===== config.mk =====
export PLATFORM = sky130hd
export DESIGN_NAME = vq_chain_fetch
export DESIGN_NICKNAME = d
export VERILOG_FILES = /design/src/rtl/vq_pkg.sv /design/src/rtl/vq_ring_layout.sv /design/src/rtl/vq_queue_regs.sv /design/src/rtl/vq_chain_walker.sv /design/src/rtl/vq_chain_fetch.sv
export SDC_FILE = /design/constraint.sdc
export NUM_CORES = 1
export LEC_CHECK = 0
export CORE_AREA = 2 2 245 247
export DETAILED_ROUTE_END_ITERATION = 12
export DIE_AREA = 0 0 247 249
export PLACE_DENSITY = 0.72
export SYNTH_ARGS = -nofsm -noshare
export SYNTH_HDL_FRONTEND = slang
export SYNTH_SLANG_ARGS = --single-unit

===== constraint.sdc =====
create_clock -name clk -period 6 [get_ports clk]
set_input_delay 0.9 -clock clk [delete_from_list [all_inputs] [get_ports clk]]
set_output_delay 0.9 -clock clk [all_outputs]
set_load 0.02 [all_outputs]

===== src/rtl/vq_pkg.sv =====
// Shared encodings and memory layout constants for the split-ring fetcher.
package vq_pkg;
    typedef enum logic [1:0] {
        OP_GET  = 2'd0,
        OP_PEEK = 2'd1,
        OP_SKIP = 2'd2,
        OP_RSVD = 2'd3
    } vq_op_e;

    localparam int DESC_SHIFT     = 4;  // descriptor entry is 16 bytes
    localparam int AVAIL_IDX_OFS  = 2;  // guest index inside available ring
    localparam int AVAIL_RING_OFS = 4;  // first entry of the available ring
    localparam int FLAG_CHAIN     = 0;  // another descriptor follows
    localparam int FLAG_DEVWR     = 1;  // device writes this buffer

    // Little-endian 16-byte descriptor as it appears on the read port.
    typedef struct packed {
        logic [15:0] link;
        logic [15:0] flags;
        logic [31:0] len;
        logic [63:0] addr;
    } vq_desc_t;
endpackage


===== src/rtl/vq_ring_layout.sv =====
// Ring address calculator.
// Derives the three ring bases from a page number and a power-of-two size.
// Assumes ADDR_W >= PFN_W + PAGE_SHIFT so that the shift loses no bits.
module vq_ring_layout
    import vq_pkg::*;
#(
    parameter int ADDR_W     = 64,
    parameter int PFN_W      = 32,
    parameter int LOG2_W     = 4,
    parameter int PAGE_SHIFT = 12
) (
    input  logic [PFN_W-1:0]  pfn,
    input  logic [LOG2_W-1:0] size_log2,
    output logic [ADDR_W-1:0] desc_base,
    output logic [ADDR_W-1:0] avail_base,
    output logic [ADDR_W-1:0] used_base
);
    localparam logic [ADDR_W-1:0] PAGE_MASK = (ADDR_W'(1) << PAGE_SHIFT) - ADDR_W'(1);

    logic [ADDR_W-1:0] entries;
    logic [ADDR_W-1:0] avail_end;

    // Purpose: page-aligned table, packed available ring, page-rounded used ring.
    always_comb begin
        entries    = ADDR_W'(1) << size_log2;
        desc_base  = ADDR_W'(pfn) << PAGE_SHIFT;
        avail_base = desc_base + (entries << DESC_SHIFT);
        avail_end  = avail_base + ADDR_W'(AVAIL_RING_OFS) + (entries << 1);
        used_base  = (avail_end + PAGE_MASK) & ~PAGE_MASK;
    end
endmodule


===== src/rtl/vq_queue_regs.sv =====
// Queue configuration and running-index registers.
// Holds the page number, the ring size, the computed bases and the
// next-available index. A configuration write wins over an advance pulse.
// Assumes the configuration is written only while no command is in flight.
module vq_queue_regs #(
    parameter int ADDR_W     = 64,
    parameter int PFN_W      = 32,
    parameter int LOG2_W     = 4,
    parameter int IDX_W      = 16,
    parameter int PAGE_SHIFT = 12
) (
    input  logic              clk,
    input  logic              rst_n,
    input  logic              cfg_wr,
    input  logic [PFN_W-1:0]  cfg_pfn,
    input  logic [LOG2_W-1:0] cfg_size_log2,
    input  logic [ADDR_W-1:0] calc_desc,
    input  logic [ADDR_W-1:0] calc_avail,
    input  logic [ADDR_W-1:0] calc_used,
    input  logic              adv,
    output logic [PFN_W-1:0]  pfn_q,
    output logic [LOG2_W-1:0] size_log2_q,
    output logic [ADDR_W-1:0] desc_q,
    output logic [ADDR_W-1:0] avail_q,
    output logic [ADDR_W-1:0] used_q,
    output logic [IDX_W-1:0]  next_avail
);
    // Purpose: load or clear the queue on a config write, else track advances.
    always_ff @(posedge clk) begin
        if (!rst_n) begin
            pfn_q       <= '0;
            size_log2_q <= '0;
            desc_q      <= '0;
            avail_q     <= '0;
            used_q      <= '0;
            next_avail  <= '0;
        end else if (cfg_wr) begin
            size_log2_q <= cfg_size_log2;
            pfn_q       <= cfg_pfn;
            next_avail  <= '0;
            if (cfg_pfn == '0) begin
                desc_q  <= '0;
                avail_q <= '0;
                used_q  <= '0;
            end else begin
                desc_q  <= calc_desc;
                avail_q <= calc_avail;
                used_q  <= calc_used;
            end
        end else if (adv) begin
            next_avail <= next_avail + IDX_W'(1);
        end
    end

    assert_idx_hold_R6: assert property (@(posedge clk) disable iff (!rst_n)
        (!cfg_wr && !adv) |=> $stable(next_avail));

    assert_idx_step_R5: assert property (@(posedge clk) disable iff (!rst_n)
        (adv && !cfg_wr) |=> (next_avail == $past(next_avail) + IDX_W'(1)));

    assert_clear_R3: assert property (@(posedge clk) disable iff (!rst_n)
        (cfg_wr && cfg_pfn == '0) |=> (pfn_q == '0 && desc_q == '0 && used_q == '0 && next_avail == '0));

    assert_used_page_R2: assert property (@(posedge clk) disable iff (!rst_n)
        (pfn_q != '0) |-> (used_q[PAGE_SHIFT-1:0] == '0 && used_q > avail_q && avail_q > desc_q));
endmodule


===== src/rtl/vq_chain_walker.sv =====
// Command sequencer and descriptor chain walker.
// Reads the guest index, the offered slot and then each descriptor of the
// chain through a single-outstanding read port. Emits one segment record per
// descriptor and a completion pulse. Assumes mem_resp_valid only follows an
// accepted request and that the bases stay constant while a command runs.
module vq_chain_walker
    import vq_pkg::*;
#(
    parameter int ADDR_W = 64,
    parameter int LOG2_W = 4,
    parameter int IDX_W  = 16,
    parameter int RD_W   = 128
) (
    input  logic              clk,
    input  logic              rst_n,
    input  logic [ADDR_W-1:0] desc_base,
    input  logic [ADDR_W-1:0] avail_base,
    input  logic [LOG2_W-1:0] size_log2,
    input  logic [IDX_W-1:0]  next_avail,
    output logic              adv,
    input  logic              cmd_valid,
    input  logic [1:0]        cmd_op,
    output logic              cmd_ready,
    output logic              mem_req_valid,
    input  logic              mem_req_ready,
    output logic [ADDR_W-1:0] mem_req_addr,
    input  logic              mem_resp_valid,
    input  logic [RD_W-1:0]   mem_resp_data,
    output logic              seg_valid,
    output logic [63:0]       seg_addr,
    output logic [31:0]       seg_len,
    output logic              seg_write,
    output logic              done_valid,
    output logic              done_ok,
    output logic              done_err,
    output logic [IDX_W-1:0]  done_head,
    output logic [IDX_W-1:0]  done_n_in,
    output logic [IDX_W-1:0]  done_n_out
);
    localparam int CNT_W = IDX_W + 1;

    typedef enum logic [2:0] {
        W_IDLE, W_IDX_REQ, W_IDX_WAIT, W_HEAD_REQ, W_HEAD_WAIT, W_DESC_REQ, W_DESC_WAIT
    } wstate_e;

    wstate_e           state;
    vq_op_e            op_q;
    logic [ADDR_W-1:0] req_addr;
    logic [CNT_W-1:0]  walked;
    logic [IDX_W-1:0]  n_in;
    logic [IDX_W-1:0]  n_out;

    logic [CNT_W-1:0]  ring_size;
    logic [IDX_W-1:0]  mask;
    vq_desc_t          dsc;
    logic [IDX_W-1:0]  resp16;
    logic              ring_empty;
    logic              dev_wr;
    logic              chained;
    logic [IDX_W-1:0]  in_nx;
    logic [IDX_W-1:0]  out_nx;
    logic [CNT_W-1:0]  walked_nx;
    logic [ADDR_W-1:0] slot_addr;
    logic [ADDR_W-1:0] head_addr;
    logic [ADDR_W-1:0] link_addr;

    // Purpose: decode the response word and form the next read addresses.
    always_comb begin
        ring_size  = CNT_W'(1) << size_log2;
        mask       = IDX_W'(ring_size - CNT_W'(1));
        dsc        = vq_desc_t'(mem_resp_data[127:0]);
        resp16     = mem_resp_data[IDX_W-1:0];
        ring_empty = (resp16 == next_avail);
        dev_wr     = dsc.flags[FLAG_DEVWR];
        chained    = dsc.flags[FLAG_CHAIN];
        in_nx      = n_in + IDX_W'(dev_wr);
        out_nx     = n_out + IDX_W'(!dev_wr);
        walked_nx  = walked + CNT_W'(1);
        slot_addr  = avail_base + ADDR_W'(AVAIL_RING_OFS) + (ADDR_W'(next_avail & mask) << 1);
        head_addr  = desc_base + (ADDR_W'(resp16 & mask) << DESC_SHIFT);
        link_addr  = desc_base + (ADDR_W'(dsc.link & mask) << DESC_SHIFT);
    end

    // Purpose: pulse the index advance when a SKIP or GET takes an entry.
    always_comb begin
        adv = 1'b0;
        if (mem_resp_valid) begin
            if (state == W_IDX_WAIT && !ring_empty && op_q == OP_SKIP) adv = 1'b1;
            if (state == W_HEAD_WAIT && op_q == OP_GET)                adv = 1'b1;
        end
    end

    assign cmd_ready     = (state == W_IDLE);
    assign mem_req_valid = (state == W_IDX_REQ) || (state == W_HEAD_REQ) || (state == W_DESC_REQ);
    assign mem_req_addr  = req_addr;
    assign done_n_in     = n_in;
    assign done_n_out    = n_out;

    // Purpose: command sequencing, chain walk and output registers.
    always_ff @(posedge clk) begin
        if (!rst_n) begin
            state      <= W_IDLE;
            op_q       <= OP_GET;
            req_addr   <= '0;
            walked     <= '0;
            n_in       <= '0;
            n_out      <= '0;
            seg_valid  <= 1'b0;
            seg_addr   <= '0;
            seg_len    <= '0;
            seg_write  <= 1'b0;
            done_valid <= 1'b0;
            done_ok    <= 1'b0;
            done_err   <= 1'b0;
            done_head  <= '0;
        end else begin
            seg_valid  <= 1'b0;
            done_valid <= 1'b0;
            case (state)
                W_IDLE: if (cmd_valid) begin
                    op_q      <= vq_op_e'(cmd_op);
                    req_addr  <= avail_base + ADDR_W'(AVAIL_IDX_OFS);
                    walked    <= '0;
                    n_in      <= '0;
                    n_out     <= '0;
                    done_head <= '0;
                    state     <= W_IDX_REQ;
                end
                W_IDX_REQ:  if (mem_req_ready) state <= W_IDX_WAIT;
                W_IDX_WAIT: if (mem_resp_valid) begin
                    if (ring_empty || op_q == OP_SKIP) begin
                        done_valid <= 1'b1;
                        done_ok    <= !ring_empty;
                        done_err   <= 1'b0;
                        state      <= W_IDLE;
                    end else begin
                        req_addr <= slot_addr;
                        state    <= W_HEAD_REQ;
                    end
                end
                W_HEAD_REQ:  if (mem_req_ready) state <= W_HEAD_WAIT;
                W_HEAD_WAIT: if (mem_resp_valid) begin
                    done_head <= resp16;
                    req_addr  <= head_addr;
                    state     <= W_DESC_REQ;
                end
                W_DESC_REQ:  if (mem_req_ready) state <= W_DESC_WAIT;
                W_DESC_WAIT: if (mem_resp_valid) begin
                    seg_valid <= 1'b1;
                    seg_addr  <= dsc.addr;
                    seg_len   <= dsc.len;
                    seg_write <= dev_wr;
                    n_in      <= in_nx;
                    n_out     <= out_nx;
                    walked    <= walked_nx;
                    if (chained && walked_nx != ring_size) begin
                        req_addr <= link_addr;
                        state    <= W_DESC_REQ;
                    end else begin
                        done_valid <= 1'b1;
                        done_ok    <= !chained;
                        done_err   <= chained;
                        state      <= W_IDLE;
                    end
                end
                default: state <= W_IDLE;
            endcase
        end
    end

    assert_req_hold_R12: assert property (@(posedge clk) disable iff (!rst_n)
        (mem_req_valid && !mem_req_ready) |=> (mem_req_valid && $stable(mem_req_addr)));

    assert_loop_cut_R10: assert property (@(posedge clk) disable iff (!rst_n)
        (done_valid && done_err) |-> ((CNT_W'(done_n_in) + CNT_W'(done_n_out)) == ring_size));

    assert_empty_quiet_R4: assert property (@(posedge clk) disable iff (!rst_n)
        (done_valid && !done_ok && !done_err) |-> (done_n_in == '0 && done_n_out == '0));

    assert_seg_in_cmd_R8: assert property (@(posedge clk) disable iff (!rst_n)
        seg_valid |-> (!cmd_ready || done_valid));
endmodule


===== src/rtl/vq_chain_fetch.sv =====
// Split-ring descriptor chain fetcher, top level.
// Ties the address calculator, the queue registers and the chain walker
// together. Assumes RD_W is at least one descriptor (128 bits).
module vq_chain_fetch #(
    parameter int ADDR_W     = 64,
    parameter int PFN_W      = 32,
    parameter int LOG2_W     = 4,
    parameter int IDX_W      = 16,
    parameter int PAGE_SHIFT = 12,
    parameter int RD_W       = 128
) (
    input  logic              clk,
    input  logic              rst_n,
    input  logic              cfg_wr,
    input  logic [PFN_W-1:0]  cfg_pfn,
    input  logic [LOG2_W-1:0] cfg_size_log2,
    output logic [PFN_W-1:0]  q_pfn,
    output logic [ADDR_W-1:0] q_desc_base,
    output logic [ADDR_W-1:0] q_avail_base,
    output logic [ADDR_W-1:0] q_used_base,
    output logic [IDX_W-1:0]  q_next_avail,
    input  logic              cmd_valid,
    input  logic [1:0]        cmd_op,
    output logic              cmd_ready,
    output logic              mem_req_valid,
    input  logic              mem_req_ready,
    output logic [ADDR_W-1:0] mem_req_addr,
    input  logic              mem_resp_valid,
    input  logic [RD_W-1:0]   mem_resp_data,
    output logic              seg_valid,
    output logic [63:0]       seg_addr,
    output logic [31:0]       seg_len,
    output logic              seg_write,
    output logic              done_valid,
    output logic              done_ok,
    output logic              done_err,
    output logic [IDX_W-1:0]  done_head,
    output logic [IDX_W-1:0]  done_n_in,
    output logic [IDX_W-1:0]  done_n_out
);
    logic [ADDR_W-1:0] calc_desc;
    logic [ADDR_W-1:0] calc_avail;
    logic [ADDR_W-1:0] calc_used;
    logic [LOG2_W-1:0] size_log2_q;
    logic              adv;

    vq_ring_layout #(
        .ADDR_W(ADDR_W), .PFN_W(PFN_W), .LOG2_W(LOG2_W), .PAGE_SHIFT(PAGE_SHIFT)
    ) layout_i (
        .pfn        (cfg_pfn),
        .size_log2  (cfg_size_log2),
        .desc_base  (calc_desc),
        .avail_base (calc_avail),
        .used_base  (calc_used)
    );

    vq_queue_regs #(
        .ADDR_W(ADDR_W), .PFN_W(PFN_W), .LOG2_W(LOG2_W), .IDX_W(IDX_W), .PAGE_SHIFT(PAGE_SHIFT)
    ) regs_i (
        .clk           (clk),
        .rst_n         (rst_n),
        .cfg_wr        (cfg_wr),
        .cfg_pfn       (cfg_pfn),
        .cfg_size_log2 (cfg_size_log2),
        .calc_desc     (calc_desc),
        .calc_avail    (calc_avail),
        .calc_used     (calc_used),
        .adv           (adv),
        .pfn_q         (q_pfn),
        .size_log2_q   (size_log2_q),
        .desc_q        (q_desc_base),
        .avail_q       (q_avail_base),
        .used_q        (q_used_base),
        .next_avail    (q_next_avail)
    );

    vq_chain_walker #(
        .ADDR_W(ADDR_W), .LOG2_W(LOG2_W), .IDX_W(IDX_W), .RD_W(RD_W)
    ) walker_i (
        .clk            (clk),
        .rst_n          (rst_n),
        .desc_base      (q_desc_base),
        .avail_base     (q_avail_base),
        .size_log2      (size_log2_q),
        .next_avail     (q_next_avail),
        .adv            (adv),
        .cmd_valid      (cmd_valid),
        .cmd_op         (cmd_op),
        .cmd_ready      (cmd_ready),
        .mem_req_valid  (mem_req_valid),
        .mem_req_ready  (mem_req_ready),
        .mem_req_addr   (mem_req_addr),
        .mem_resp_valid (mem_resp_valid),
        .mem_resp_data  (mem_resp_data),
        .seg_valid      (seg_valid),
        .seg_addr       (seg_addr),
        .seg_len        (seg_len),
        .seg_write      (seg_write),
        .done_valid     (done_valid),
        .done_ok        (done_ok),
        .done_err       (done_err),
        .done_head      (done_head),
        .done_n_in      (done_n_in),
        .done_n_out     (done_n_out)
    );
endmodule


==> metrics.md <==
| Metric | Value |
|---|---|
| Outcome | `finished clean` |
| TNS Setup | `0 ns` |
| Clock network fraction of total power | `0.423` |
| Critical path class | `input pin to flip-flop` |
| Largest net degree at the start of global routing | `94` |
| Via count | `20,700` |
| Comb power frac | `0.168` |
| Routed Antenna Nets | `0` |
| Vias per inst | `about 5.3` |
| Final setup viols | `0` |
| Post-synth EDFFs | `0` |
| Max-cap violations | `0` |
| Area leader, netlist | `dfxtp_1` |
| Multi-input gate area | `0.0121 sq mm` |
| Share of the synthesized area in the top cell type | `0.362` |
| Root buffer cell | `clkbuf_16` |
| Post-layout min period | `roughly 5.3 ns` |
| Fmax | `188 MHz` |
| Avg Synthesized Cell Area | `slightly below 8 sq um` |
| Vias in the first global route | `19,000` |
| Fin. max-slew vios | `0` |
| DP HPWL | `60,900 um` |
| First-pass GRT wire length | `around 120,000 um` |
| R2r endpoint | `walker_i.mem_req_addr[31]` |
| Peak VDD IR | `between 0.2 and 0.25 mV` |
| # H-tree levels | `2` |
| Synthesis Warnings | `0` |
| Pre-antenna DRT Iters | `6` |
| Switching Power | `about 0.0019 W` |
| Commonest non-fill, non-tap cell in the layout | `clkdlybuf4s50_1` |
| R2R depth | `18` |
| Max-slew headroom | `0.211` |
| Area grow syn2layout | `32.9%` |
| P_int | `0.00467 W` |
| Worst Setup SP | `cfg_size_log2[0]` |
| Largest cells by area after synthesis | `dfxtp_1 (36%), nand2_1 (8.2%), a21oi_1 (6.7%), buf_4 (3.8%), ha_1 (3.6%)` |
| NumNets Final | `3,322` |
| Chip Width | `~250 um` |
| Worst path arrival time | `5.79 ns` |
| Clk_lat worst skew | `0.58 ns` |
| Sequential share of the synthesized area | `0.362` |
| Row cnt | `89` |
| Fin crit share | `0.885` |
| Clock Tree Buf Depth | `3` |
| I/O Buffers | `507` |
| Total power draw | `roughly 0.0066 W` |
| Setup crit end | `regs_i.used_q[40]` |
| Post-synthesis async set-or-reset flop share | `0` |
| Cts hold-fix bufs | `0` |
| Post-Synthesis Cell Area | `around 0.021 sq mm` |
| Setup bufs post-CTS | `0` |
| Ys flop type | `dfxtp_1` |
| Post-CTS Resized | `0` |
| Final Hold Fails | `0` |
| Fillers | `5,811` |
| Flops & latches, synth | `375` |
| Most frequent cells in the layout | `clkdlybuf4s50_1 (506), nand2_1 (451), dfxtp_1 (375), a21oi_1 (276), nor2_1 (185)` |
| Total Routing Usage GR | `0.250` |
| Worst Hold Path Cells | `2` |
| DIE AREA | `0.0615 sq mm` |
| CTS tree | `built` |
| Grt total ovfl | `0` |
| Clock Pin Slew Worst Setup and Hold Paths | `0.06 ns` |
| CTS Buf Count | `45` |
| Chip Height | `249 um` |
| RSZ-0062 raised after global routing | `false` |
| Crit Path Max Fanout | `8` |
| GP Congestion | `0.929` |
| Pwr Density | `around 240 mW/mm^2` |
| Starting DRT DRC Count | `1,393` |
| Critical Path Start Type | `input pin` |
| Final setup skew | `0.0228 ns` |
| DR WL/cell | `20.7 um` |
| DRC errors left | `0` |
| Worst Hold Class | `flip-flop to flip-flop` |
| Sequential share of power | `0.409` |
| Distinct cells, synth | `94` |
| Boundary pin count | `about 630` |
| Initial Util | `0.354` |
| Initial antenna violation count | `4` |
| Sw frac | `0.287` |
| Worst R2R Start | `regs_i.size_log2_q[2]` |
| Core Region | `~0.059 sq mm` |
| Share of cells above drive strength 1 | `0.0519` |
| Register area | `0.00751 sq mm` |
| CP Capture Type | `flip-flop` |
| Worst-Margin Slew | `1.18 ns` |
| CP required | `6.48 ns` |
| Leakage power | `roughly 10 nW` |
| Hold slack | `0.441 ns` |
| Post-Route WL | `80,500 um` |
| Mapped Cells | `around 2,700` |
| Reg-to-reg setup timing slack | `1.10 ns` |
| Clock sink count | `375` |
==> cells by family after synthesis <==
logic type / share of synthesized area
flops: 0.362
other cells: 0.000181
simple gates: 0.253
buf+inv: 0.0763
mux: 0.0103
fa+ha+maj: 0.0381
compound gates: 0.197
xor+xnor: 0.0640
==> worst min-delay path by stage <==
stage                        start                  end  slack (ns)
2_1_floorplan     walker_i.op_q[1]     walker_i.op_q[1]        0.46
3_3_place_gp     regs_i.used_q[43]    regs_i.used_q[43]        0.44
3_5_place_dp     regs_i.used_q[43]    regs_i.used_q[43]        0.43
4_1_cts          regs_i.used_q[43]    regs_i.used_q[43]        0.44
5_1_grt        walker_i.seg_len[1]  walker_i.seg_len[1]        0.47
6_report         regs_i.used_q[43]    regs_i.used_q[43]        0.44
==> power groups by stage <==
stage | Clock (W) | Combinational, W | Sequential, W
2_1_floorplan | 0 | 0.000556 | 0.00280
3_3_place_gp | 0 | 0.00109 | 0.00273
3_5_place_dp | 0 | 0.00109 | 0.00273
4_1_cts | 0.00283 | 0.00110 | 0.00268
5_1_grt | 0.00292 | 0.00118 | 0.00269
6_report | 0.00277 | 0.00110 | 0.00268
==> worst max-delay path: stages <==
cell	delay [ns]
clkdlybuf4s50_1	0.43
nand2b_1	0.23
nor3_1	0.27
ha_1	0.26
inv_1	0.06
fa_1	0.39
nand2b_1	0.20
nand2b_1	0.08
a21oi_1	0.07
xnor2_1	0.22
ha_1	0.28
ha_1	0.32
inv_1	0.08
o221ai_1	0.23
a21o_1	0.17
o2111a_1	0.30
nand4bb_4	0.18
nor4b_4	0.38
nand3_4	0.14
or3_1	0.33
a32o_1	0.25
==> sequential cells by signal, summed over array words and instances, names as in the netlist, 2 cells and up <==
register	cells
walker_i.seg_addr	64
walker_i.done_n_in	16
regs_i.pfn_q	32
regs_i.used_q	34
walker_i.walked	17
walker_i.done_n_out	16
walker_i.state	3
walker_i.op_q	2
walker_i.done_head	16
regs_i.size_log2_q	4
regs_i.next_avail	16
regs_i.desc_q	32
walker_i.mem_req_addr	45
walker_i.seg_len	32
regs_i.avail_q	41
==> area by class of cell <==
cell class,instances,area share
Timing Repair Buffer,545,0.194
Antenna cell,1,0.0000908
Clock buffer,66,0.0482
Multi-Input combinational cell,2081,0.439
Tap cell,773,0.0351
Clock inverter,13,0.00563
Inverter,40,0.00563
Sequential cell,375,0.272
==> routing by layer <==
layer | global-route usage | routed length [um] | up-vias
met5 | 0 | 11 | -
li1 | - | - | 10000
met3 | 0.0779 | 7650 | 166
met4 | 0.123 | 4150 | 2
met2 | 0.415 | 37700 | 872
met1 | 0.288 | 31000 | 9685
==> metrics by stage <==
stage | area, sq um | utilization | cells | setup WS, ns
5_1_grt | 27600 | 0.470 | 3894 | 0.425
6_report | 27600 | 0.470 | 3894 | 0.691
3_5_place_dp | 26100 | 0.444 | 3814 | 0.188
2_1_floorplan | 21200 | - | 2767 | 0.679
4_1_cts | 27600 | 0.470 | 3893 | 0.754
3_3_place_gp | 26100 | 0.444 | 3814 | 0.262
==> Yosys cell counts (all sizes together) (44+ instances only) <==
master / number
nand2: 452
ha: 60
buf: 131
dfxtp: 375
nor3: 55
nand4: 44
xnor2: 67
nor2: 188
nand3: 78
nand2b: 83
clkbuf: 140
xor2: 82
o21ai: 123
a21oi: 277
No activity file was read; power rests on OpenSTA's default activity.
